--- config.mk ---
export PLATFORM = sky130hd
export DESIGN_NAME = quad_pos_tracker
export DESIGN_NICKNAME = d
export VERILOG_FILES = /design/src/rtl/qdec_pkg.sv /design/src/rtl/qdec_filter.sv /design/src/rtl/qdec_decode.sv /design/src/rtl/qdec_count.sv /design/src/rtl/quad_pos_tracker.sv
export SDC_FILE = /design/constraint.sdc
export NUM_CORES = 1
export LEC_CHECK = 0
export BUFFER_PORTS_ARGS = -buffer_cell sky130_fd_sc_hd__buf_2
export CORE_UTILIZATION = 45
export DETAILED_ROUTE_END_ITERATION = 12
export GPL_TIMING_DRIVEN = 0
export HOLD_SLACK_MARGIN = 0.03
export PLACE_DENSITY = 0.67
export REMOVE_ABC_BUFFERS = 1
export SYNTH_ARGS = -nofsm -noshare
export SYNTH_HDL_FRONTEND = slang
export SYNTH_HIERARCHICAL = 1
export SYNTH_SLANG_ARGS = --single-unit
--- constraint.sdc ---
create_clock -name clk -period 4.9 [get_ports clk]
set_input_delay 0.49 -clock clk [delete_from_list [all_inputs] [get_ports clk]]
set_output_delay 0.49 -clock clk [all_outputs]
set_load 0.01 [all_outputs]
--- src/rtl/qdec_pkg.sv ---
package qdec_pkg;
  // Run-time decoding options gathered into one word.
  typedef struct packed {
    logic clk_dir;
    logic four_x;
    logic flip_dir;
    logic flip_idx;
  } qdec_mode_t;

  localparam int unsigned N_CH  = 3;
  localparam int unsigned CH_A  = 0;
  localparam int unsigned CH_B  = 1;
  localparam int unsigned CH_X  = 2;
endpackage

--- src/rtl/qdec_filter.sv ---
module qdec_filter #(
  parameter int FLT_W = 8
) (
  input  logic             clk,
  input  logic             rst_n,
  input  logic             raw,
  input  logic [FLT_W-1:0] thr,
  output logic             lvl
);
  localparam logic [FLT_W-1:0] CNT_ONE = FLT_W'(1);

  logic             lvl_q, lvl_d;
  logic [FLT_W-1:0] cnt_q, cnt_d;

  // Count consecutive cycles of disagreement; accept the raw level once the
  // run is longer than the programmed length.
  always_comb begin
    lvl_d = lvl_q;
    cnt_d = cnt_q;
    if (raw == lvl_q) begin
      cnt_d = '0;
    end else if (cnt_q >= thr) begin
      lvl_d = raw;
      cnt_d = '0;
    end else begin
      cnt_d = cnt_q + CNT_ONE;
    end
  end

  always_ff @(posedge clk or negedge rst_n) begin
    if (!rst_n) begin
      lvl_q <= 1'b0;
      cnt_q <= '0;
    end else begin
      lvl_q <= lvl_d;
      cnt_q <= cnt_d;
    end
  end

  assign lvl = lvl_q;

  p_hold_r2: assert property (@(posedge clk) disable iff (!rst_n)
    (raw == lvl_q) |=> $stable(lvl_q));
  p_pass_r2: assert property (@(posedge clk) disable iff (!rst_n)
    (raw != lvl_q && cnt_q >= thr) |=> (lvl_q == $past(raw)));
endmodule

--- src/rtl/qdec_decode.sv ---
module qdec_decode
  import qdec_pkg::*;
(
  input  logic       clk,
  input  logic       rst_n,
  input  logic       a,
  input  logic       b,
  input  logic       x,
  input  qdec_mode_t mode,
  output logic       step,
  output logic       fwd,
  output logic       err,
  output logic       idx_rise
);
  logic pa_q, pb_q, px_q;
  logic da, db, raw_fwd, x_eff;

  always_comb begin
    da    = a ^ pa_q;
    db    = b ^ pb_q;
    x_eff = x ^ mode.flip_idx;
    if (mode.clk_dir) begin
      err     = 1'b0;
      step    = a & ~pa_q;
      raw_fwd = b;
    end else begin
      err     = da & db;
      step    = mode.four_x ? (da ^ db) : (da & ~db);
      // A leading B is forward: after an A edge the phases differ,
      // after a B edge they agree.
      raw_fwd = da ? (a ^ b) : ~(a ^ b);
    end
    fwd      = raw_fwd ^ mode.flip_dir;
    idx_rise = x_eff & ~px_q;
  end

  // The marker history holds the effective level, so a polarity change
  // that raises it is seen as an edge.
  always_ff @(posedge clk or negedge rst_n) begin
    if (!rst_n) begin
      pa_q <= 1'b0;
      pb_q <= 1'b0;
      px_q <= 1'b0;
    end else begin
      pa_q <= a;
      pb_q <= b;
      px_q <= x_eff;
    end
  end

  p_clk_edge_r5: assert property (@(posedge clk) disable iff (!rst_n)
    (mode.clk_dir && step) |-> (a && !$past(a)));
  p_two_x_r4: assert property (@(posedge clk) disable iff (!rst_n)
    (!mode.clk_dir && !mode.four_x && step) |-> (a != $past(a)));
endmodule

--- src/rtl/qdec_count.sv ---
module qdec_count #(
  parameter int POS_W = 16,
  parameter int IDX_W = 16
) (
  input  logic             clk,
  input  logic             rst_n,
  input  logic             step,
  input  logic             fwd,
  input  logic             err,
  input  logic             idx_rise,
  input  logic [POS_W-1:0] limit,
  input  logic             clr_pos,
  input  logic             arm_zero,
  input  logic             clr_turns,
  output logic [POS_W-1:0] pos,
  output logic [IDX_W-1:0] turns,
  output logic             dir_fwd,
  output logic             ev_index,
  output logic             ev_dir,
  output logic             ev_err,
  output logic             ev_step
);
  localparam logic [POS_W-1:0] P_ONE = POS_W'(1);
  localparam logic [IDX_W-1:0] T_ONE = IDX_W'(1);

  logic [POS_W-1:0] pos_q, pos_d;
  logic [IDX_W-1:0] turn_q, turn_d;
  logic             dir_q, dir_d, arm_q, arm_d;
  logic [3:0]       ev_q, ev_d;

  always_comb begin
    pos_d  = pos_q;
    turn_d = turn_q;
    dir_d  = step ? fwd : dir_q;
    arm_d  = arm_q | arm_zero;

    if (clr_turns)     turn_d = '0;
    else if (idx_rise) turn_d = dir_q ? turn_q + T_ONE : turn_q - T_ONE;

    if (clr_pos) begin
      pos_d = '0;
    end else if (idx_rise && arm_q) begin
      pos_d = '0;
    end else if (step) begin
      if (fwd) pos_d = (pos_q >= limit) ? '0 : pos_q + P_ONE;
      else     pos_d = (pos_q == '0) ? limit : pos_q - P_ONE;
    end

    if (idx_rise && arm_q) arm_d = arm_zero;

    ev_d = {idx_rise, step & (fwd != dir_q), err, step};
  end

  always_ff @(posedge clk or negedge rst_n) begin
    if (!rst_n) begin
      pos_q  <= '0;
      turn_q <= '0;
      dir_q  <= 1'b1;
      arm_q  <= 1'b0;
      ev_q   <= '0;
    end else begin
      pos_q  <= pos_d;
      turn_q <= turn_d;
      dir_q  <= dir_d;
      arm_q  <= arm_d;
      ev_q   <= ev_d;
    end
  end

  assign pos      = pos_q;
  assign turns    = turn_q;
  assign dir_fwd  = dir_q;
  assign ev_index = ev_q[3];
  assign ev_dir   = ev_q[2];
  assign ev_err   = ev_q[1];
  assign ev_step  = ev_q[0];

  p_clr_pos_r11: assert property (@(posedge clk) disable iff (!rst_n)
    clr_pos |=> (pos_q == '0));
  p_clr_turns_r11: assert property (@(posedge clk) disable iff (!rst_n)
    clr_turns |=> (turn_q == '0));
  p_wrap_fwd_r7: assert property (@(posedge clk) disable iff (!rst_n)
    (step && fwd && pos_q >= limit && !clr_pos && !(idx_rise && arm_q))
      |=> (pos_q == '0));
  p_wrap_rev_r7: assert property (@(posedge clk) disable iff (!rst_n)
    (step && !fwd && pos_q == '0 && !clr_pos && !(idx_rise && arm_q))
      |=> (pos_q == $past(limit)));
  p_arm_zero_r12: assert property (@(posedge clk) disable iff (!rst_n)
    (idx_rise && arm_q) |=> (pos_q == '0));
  p_turn_up_r9: assert property (@(posedge clk) disable iff (!rst_n)
    (idx_rise && dir_q && !clr_turns) |=> (turn_q == $past(turn_q) + T_ONE));
endmodule

--- src/rtl/quad_pos_tracker.sv ---
module quad_pos_tracker
  import qdec_pkg::*;
#(
  parameter int POS_W = 16,
  parameter int IDX_W = 16,
  parameter int FLT_W = 8
) (
  input  logic             clk,
  input  logic             rst_n,
  input  logic             enc_a,
  input  logic             enc_b,
  input  logic             enc_x,
  input  logic             cfg_clk_dir,
  input  logic             cfg_four_x,
  input  logic             cfg_flip_dir,
  input  logic             cfg_flip_idx,
  input  logic [POS_W-1:0] pos_limit,
  input  logic [FLT_W-1:0] flt_a,
  input  logic [FLT_W-1:0] flt_b,
  input  logic [FLT_W-1:0] flt_x,
  input  logic             clr_pos,
  input  logic             arm_idx_zero,
  input  logic             clr_turns,
  output logic [POS_W-1:0] pos,
  output logic [IDX_W-1:0] turns,
  output logic             dir_fwd,
  output logic             ev_index,
  output logic             ev_dir,
  output logic             ev_err,
  output logic             ev_step
);
  // Reset: asserted at once, released two edges later.
  logic [1:0] rst_sync_q;
  logic       rst_i_n;

  always_ff @(posedge clk or negedge rst_n) begin
    if (!rst_n) rst_sync_q <= 2'b00;
    else        rst_sync_q <= {rst_sync_q[0], 1'b1};
  end
  assign rst_i_n = rst_sync_q[1];

  logic [N_CH-1:0]  raw_v, flt_v;
  logic [FLT_W-1:0] thr_v [N_CH];

  assign raw_v[CH_A] = enc_a;
  assign raw_v[CH_B] = enc_b;
  assign raw_v[CH_X] = enc_x;
  assign thr_v[CH_A] = flt_a;
  assign thr_v[CH_B] = flt_b;
  assign thr_v[CH_X] = flt_x;

  for (genvar g = 0; g < N_CH; g++) begin : g_flt
    qdec_filter #(.FLT_W(FLT_W)) u_flt (
      .clk   (clk),
      .rst_n (rst_i_n),
      .raw   (raw_v[g]),
      .thr   (thr_v[g]),
      .lvl   (flt_v[g])
    );
  end

  qdec_mode_t mode;
  assign mode = '{clk_dir: cfg_clk_dir, four_x: cfg_four_x,
                  flip_dir: cfg_flip_dir, flip_idx: cfg_flip_idx};

  logic step, fwd, err, idx_rise;

  qdec_decode u_dec (
    .clk      (clk),
    .rst_n    (rst_i_n),
    .a        (flt_v[CH_A]),
    .b        (flt_v[CH_B]),
    .x        (flt_v[CH_X]),
    .mode     (mode),
    .step     (step),
    .fwd      (fwd),
    .err      (err),
    .idx_rise (idx_rise)
  );

  qdec_count #(.POS_W(POS_W), .IDX_W(IDX_W)) u_cnt (
    .clk       (clk),
    .rst_n     (rst_i_n),
    .step      (step),
    .fwd       (fwd),
    .err       (err),
    .idx_rise  (idx_rise),
    .limit     (pos_limit),
    .clr_pos   (clr_pos),
    .arm_zero  (arm_idx_zero),
    .clr_turns (clr_turns),
    .pos       (pos),
    .turns     (turns),
    .dir_fwd   (dir_fwd),
    .ev_index  (ev_index),
    .ev_dir    (ev_dir),
    .ev_err    (ev_err),
    .ev_step   (ev_step)
  );

  p_err_excl_r8: assert property (@(posedge clk) disable iff (!rst_i_n)
    !(ev_err && ev_step));
  p_err_hold_r8: assert property (@(posedge clk) disable iff (!rst_i_n)
    (ev_err && !$past(clr_pos) && !$past(idx_rise)) |-> $stable(pos));
endmodule

======== Yosys cells after proc, flatten, opt, wreduce, memory -nomap -nowiden ========
Index checks and enable logic that the tools add are counted.
operators by class
  reductions and logical operators ........ 7
  equal/unequal tests ..................... 4
  multiplexer cells ....................... 21
  $lt $le $gt $ge ......................... 4
  $add $sub $neg .......................... 7
  bitwise gates (word level) .............. 19
operators by type and width
  cell                                                                  count
  16-bit 2-to-1 mux                                                     9
  8-bit 2-to-1 mux                                                      6
  16-bit by 1-bit adder with 16-bit output, second input constant       2
  16-bit by 1-bit subtractor with 16-bit output, second input constant  2
  8-bit by 1-bit adder with 8-bit output, second input constant         3
  8-bit greater-or-equal comparator                                     3
  16-bit greater-or-equal comparator                                    1
  16-bit zero test                                                      1
  1-bit NOT                                                             7
  1-bit 2-to-1 mux                                                      6
  2-bit AND reduction                                                   3
  1-bit XOR                                                             6
  1-bit AND                                                             5
  1-bit equality test                                                   3
  3-bit nonzero test                                                    1
  2-bit nonzero test                                                    1
  1-bit logical AND                                                     1
  1-bit inequality test                                                 1
  1-bit bitwise OR                                                      1
word-level totals
  word-level logic and storage cells ...... 77
  register bits ........................... 70

======== Depth between registers and ports, before layout ========
  depth after elaboration ................. 9
  gate-level depth with buffers ........... 13
  gate-level depth less buffers ........... 12

======== Modules after synthesis ========
Netlist, hierarchy kept.
modules (own cells, without submodules)
  module                            sequential area each (sq um)  cells each  area each (sq um)  times used
  qdec_count                        952.2                         414         3460.8             1
  qdec_filter (g_flt[0].u_flt ...)  225.2                         60          619.3              2
  qdec_filter (g_flt[2].u_flt)      225.2                         64          630.6              1
  qdec_decode                       75.1                          19          191.4              1
  quad_pos_tracker                  50.0                          3           53.8               1

======== Worst setup path after synthesis ========
No wires, ideal clock.
  kind .................................... register to register
  start point ............................. reg u_cnt.dir_q (netlist: u_cnt/dir_fwd)
  end point ............................... reg u_cnt.turn_q[15] (netlist: u_cnt/turns[15])
  buffers on the path ..................... 0
  clock period less this slack ............ 2650 ps
  stages on the path, launching flop included .. 9
  arrival time ............................ 2523 ps
  slack ................................... 2250 ps
  setup time .............................. 128 ps
  cell sequence ........................... dfstp_2 > inv_1 > ha_1 > a211oi_1 > o22ai_1 > o31ai_2 > nor4_1 > a211oi_1 > mux2_1
on the way
  word-level cells in the longest chain between the ends .. 3
ends and longest elaborated chain
  what                             line              RTL
  from (decl)                      qdec_count.sv:28  logic dir_q, dir_d, arm_q, arm_d;
  from (signal assigned)           qdec_count.sv:64  dir_q <= dir_d;
  16-bit 2-to-1 mux (2 in series)  qdec_count.sv:38  else if (idx_rise) turn_d = dir_q ? turn_q + T_ONE : turn_q - T_ONE;
  16-bit 2-to-1 mux                qdec_count.sv:37  if (clr_turns) turn_d = '0;
  to (signal assigned)             qdec_count.sv:63  turn_q <= turn_d;
  to (decl)                        qdec_count.sv:27  logic [IDX_W-1:0] turn_q, turn_d;
Every way passes these cells. The select of a mux whose other input is x is not followed.
A chain may end at the register's enable or synchronous reset.

======== Worst setup path after layout ========
  start point ............................. reg g_flt[0].u_flt.lvl_q
  end point ............................... reg u_cnt.pos_q[13] (netlist: u_cnt/pos[13])
on the way
  word-level cells in the longest chain between the ends .. 9
  elaborated cells between the ends (all ways) .. 16
  classes of those cells .................. mux (8); bitwise (7); reduce/logical (1)
ends and longest elaborated chain
  what                    line                    RTL
  from (decl)             qdec_filter.sv:12       logic lvl_q, lvl_d;
  from (signal assigned)  qdec_filter.sv:35       lvl_q <= lvl_d;
  1-bit XOR               qdec_decode.sv:31       raw_fwd = da ? (a ^ b) : ~(a ^ b);
  1-bit NOT               qdec_decode.sv:31
  1-bit 2-to-1 mux *      qdec_decode.sv:31
  1-bit 2-to-1 mux *      qdec_decode.sv:22       if (mode.clk_dir) begin
  1-bit XOR *             qdec_decode.sv:33       fwd = raw_fwd ^ mode.flip_dir;
  via fwd                 quad_pos_tracker.sv:66  logic step, fwd, err, idx_rise;
  16-bit 2-to-1 mux *     qdec_count.sv:45        if (fwd) pos_d = (pos_q >= limit) ? '0 : pos_q + P_ONE;
  16-bit 2-to-1 mux *     qdec_count.sv:44        end else if (step) begin
  16-bit 2-to-1 mux *     qdec_count.sv:42        end else if (idx_rise && arm_q) begin
  16-bit 2-to-1 mux *     qdec_count.sv:40        if (clr_pos) begin
  to (signal assigned)    qdec_count.sv:62        pos_q <= pos_d;
  to (decl)               qdec_count.sv:26        logic [POS_W-1:0] pos_q, pos_d;
Mark *: on every way through the listed nets, which the timed path passes. The rest lies on a longest branch. The select of a mux whose other input is x is not followed.

==> key figures <==
Die
  • Row count: 40
  • Core area: 12100 um^2
  • # IOs: 89
  • Die Area: 12800 um^2
  • Chip height: 113 um
  • Initial core utilization: 0.462
  • Die Wd: 113 um

Clocking
  • Clk Latency, worst-skew pair: 0.34 ns
  • H-tree Lvls: 3
  • Clock sink count: 70
  • Post-CTS resize count: 0
  • Num CTS Buffers: 9
  • Clock buffer depth: 2
  • Worst-path clk slew: 0.06 ns
  • Root Buffer: clkbuf_16
  • CTS tree: yes

STA
  • Setup Viol. Count Final: 0
  • Achievable frequency: 0.252 GHz
  • Period utilization: 0.810
  • Rel. slew slack: 0.106
  • Max-slew violations: 0
  • Min Tclk post-route: 3.97 ns
  • Hold Violations, Final: 0
  • Worst-margin pin slew: 1.33 ns
  • RSZ-0062 raised after global routing: false
  • Setup TNS: 0 ns
  • Clock Skew: 0.00940 ns

Placed design
  • Placement Cell Area: 6120 um^2
  • Placer Congestion: 0.891
  • DP Wirelength: 9990 um
  • IO buf count: 88

Drt
  • Post-DRT Antenna Nets: 0
  • WL/cell: 15.7 um
  • DR vias: 4879
  • TritonRoute pass-1 iters: 5
  • DRC violations left: 0
  • 1st-iter DRT viols: 331
  • Detail-routed via count per cell: 5.58
  • Final WL: 13700 um

Critical path
  • Setup crit start: g_flt[0].u_flt/lvl
  • Required @ worst endpoint: 5.10 ns
  • Reg-to-reg startpoint: g_flt[0].u_flt/lvl
  • Worst R2R End: u_cnt/pos[13]
  • CP Capture Type: flop
  • Crit path launch type: flop
  • Crit Path Class: flop to flop
  • CP endpoint: u_cnt/pos[13]
  • Crit path max fanout: 13
  • Crit path DAT: 4.17 ns
  • Register-to-register setup slack: 0.93 ns
  • Worst R2R Path Depth: 10

Synthesis
  • Synth warn: 6
  • Largest area contributor in the netlist: dfrtp_1
  • Seq cells post-synth: 70
  • Synth area leaders: dfrtp_1, ha_1, inv_1
  • Register area share after synthesis: 0.314
  • Synthesized area: 5580 um^2
  • Mapped Cells: 620
  • Post-synth EDFFs: 0
  • Unique masters post-synth: 72
  • Post-synthesis average cell area: 8.99 um^2
  • Synth top area share: 0.310
  • Dominant synthesized flop cell: dfrtp_1
  • Post-synth ARST share: 1.00

Power and ir drop
  • Max IR drop VDD: 0.263 mV
  • Pwr Density: 611 nW/um^2
  • Power Total: 3920 uW
  • Static leakage: 0.00319 uW

Cells and area
  • Most common cell after layout, fill and taps aside: buf_2
  • Most frequent cells in the layout: buf_2, dfrtp_1, ha_1
  • Final instance area: 6420 um^2
  • Final Core Density: 0.532
  • Layout net count: 816
  • Layout cells sized above 1: 0.183
  • Area grow syn2layout: 15.2%
  • Inserted Diodes: 0

Global route
  • Overall Global Routing Usage: 0.225
  • Largest net degree at the start of global routing: 69
  • Total gr overflow: 0
  • Initial antenna violation count: 0
  • First-pass GRT wire length: 22800 um
  • Vias in the first global route: 4759

Flow run
  • MaxCap Viol Count: 0

Hold path
  • Hold crit path type: input port to flop
  • Worst Min Path Start: arm_idx_zero

Status
  • Outcome: complete, no violations
## worst min-delay path by stage
stage                          to  slack [ns]  cells after the start
floorplan           rst_sync_q[0]        0.19                      0
global placement    rst_sync_q[0]        0.28                      1
detailed placement  rst_sync_q[0]        0.28                      1
CTS                   u_cnt/arm_q        0.32                      2
global route          u_cnt/arm_q        0.33                      2
finish                u_cnt/arm_q        0.34                      2
## state kept, by name (all words and copies together), names as in the netlist
name and flops:
g_flt.u_flt/cnt_q 24, u_cnt/pos 16, u_cnt/turns 16, u_cnt/ev_q 4, g_flt.u_flt/lvl 3, rst_sync_q 2
u_cnt/arm_q 1, u_cnt/dir_fwd 1, u_dec/pa_q 1, u_dec/pb_q 1, u_dec/px_q 1
## routing by layer
metal,up-vias,wire (um),GRT usage
met5,-,0,0
met3,17,802,0.0305
met2,165,6520,0.371
met4,0,275,0.104
met1,2301,6140,0.292
li1,2396,-,-
## cell families (layout without fill, tap and decap cells)
logic type	Yosys count	after routing	share of synthesized area
other	1	1	0.000673
adders and majority gates	63	63	0.143
xor gates and xnor gates	48	48	0.0754
AOI/OAI and AO/OA	150	150	0.197
buffers and inverters	80	166	0.0601
and+or+nand+nor	199	199	0.192
DFF	70	70	0.314
muxes	9	9	0.0182
## synth_stat cells (3+ instances only)
master    count
nor2b_1       7
a211o_1       7
or3_1         3
nand4_1      13
buf_4         3
inv_1        59
nor3_1       16
ha_1         62
dfrtp_1      69
mux2i_1       6
a211oi_1      8
clkbuf_1      6
nor3b_1       3
a21oi_1      31
o21ai_1       4
o21ai_0      27
xor2_1       24
o22ai_1       4
o31ai_1       6
a21o_1        6
and3_1       14
o221ai_1      3
nand2b_1      5
nor2_1       53
xnor2_1      24
nor2_2        3
o21a_1        9
o211ai_1      7
nor4_1        6
a22o_1        4
nand3_1      24
buf_2         7
and4_1        3
a31oi_1       6
o31ai_2       3
nand2_1      35
## critical path, cell delays in order, from the launching register on
cell and delay [ns]:
dfrtp_1 0.44, ha_1 0.37, xnor2_1 0.20, nor2_2 0.05, xnor2_1 1.01, inv_1 0.46
and3_1 0.45, nand2_1 0.31, o211ai_1 0.19, a41oi_1 0.20, o221ai_1 0.14
## stage by stage
| step | cells | hold WS (ns) | setup slack, ns |
|---|---|---|---|
| 2_1_floorplan | 600 | 0.194 | 2.04 |
| 3_3_place_gp | 856 | 0.276 | 1.10 |
| 3_5_place_dp | 856 | 0.276 | 1.05 |
| 4_1_cts | 873 | 0.319 | 1.03 |
| 5_1_grt | 874 | 0.330 | 0.775 |
| 6_report | 874 | 0.337 | 0.930 |
## where the power goes
group,total [uW],leakage [uW],internal [uW],switching (uW)
registers,964,0.000932,734,230
logic,2310,0.00212,950,1360
clock network,646,0.000141,394,252
## final cells by class
type	count	area [um^2]
Fill cell	1101	5640
Multi-Input combinational cell	470	3490
Sequential cell	70	1760
Timing Repair Buffer	90	455
Clock buffer	12	236
Inverter	60	225
Tap cell	168	210
Clock inverter	4	48.8
## timing repair
item                                   CTS  global route
setup buffers                            0             0
hold buffers                             1             0
endpoints found under the hold margin    2             0
Power figures use the tool's default switching activity.
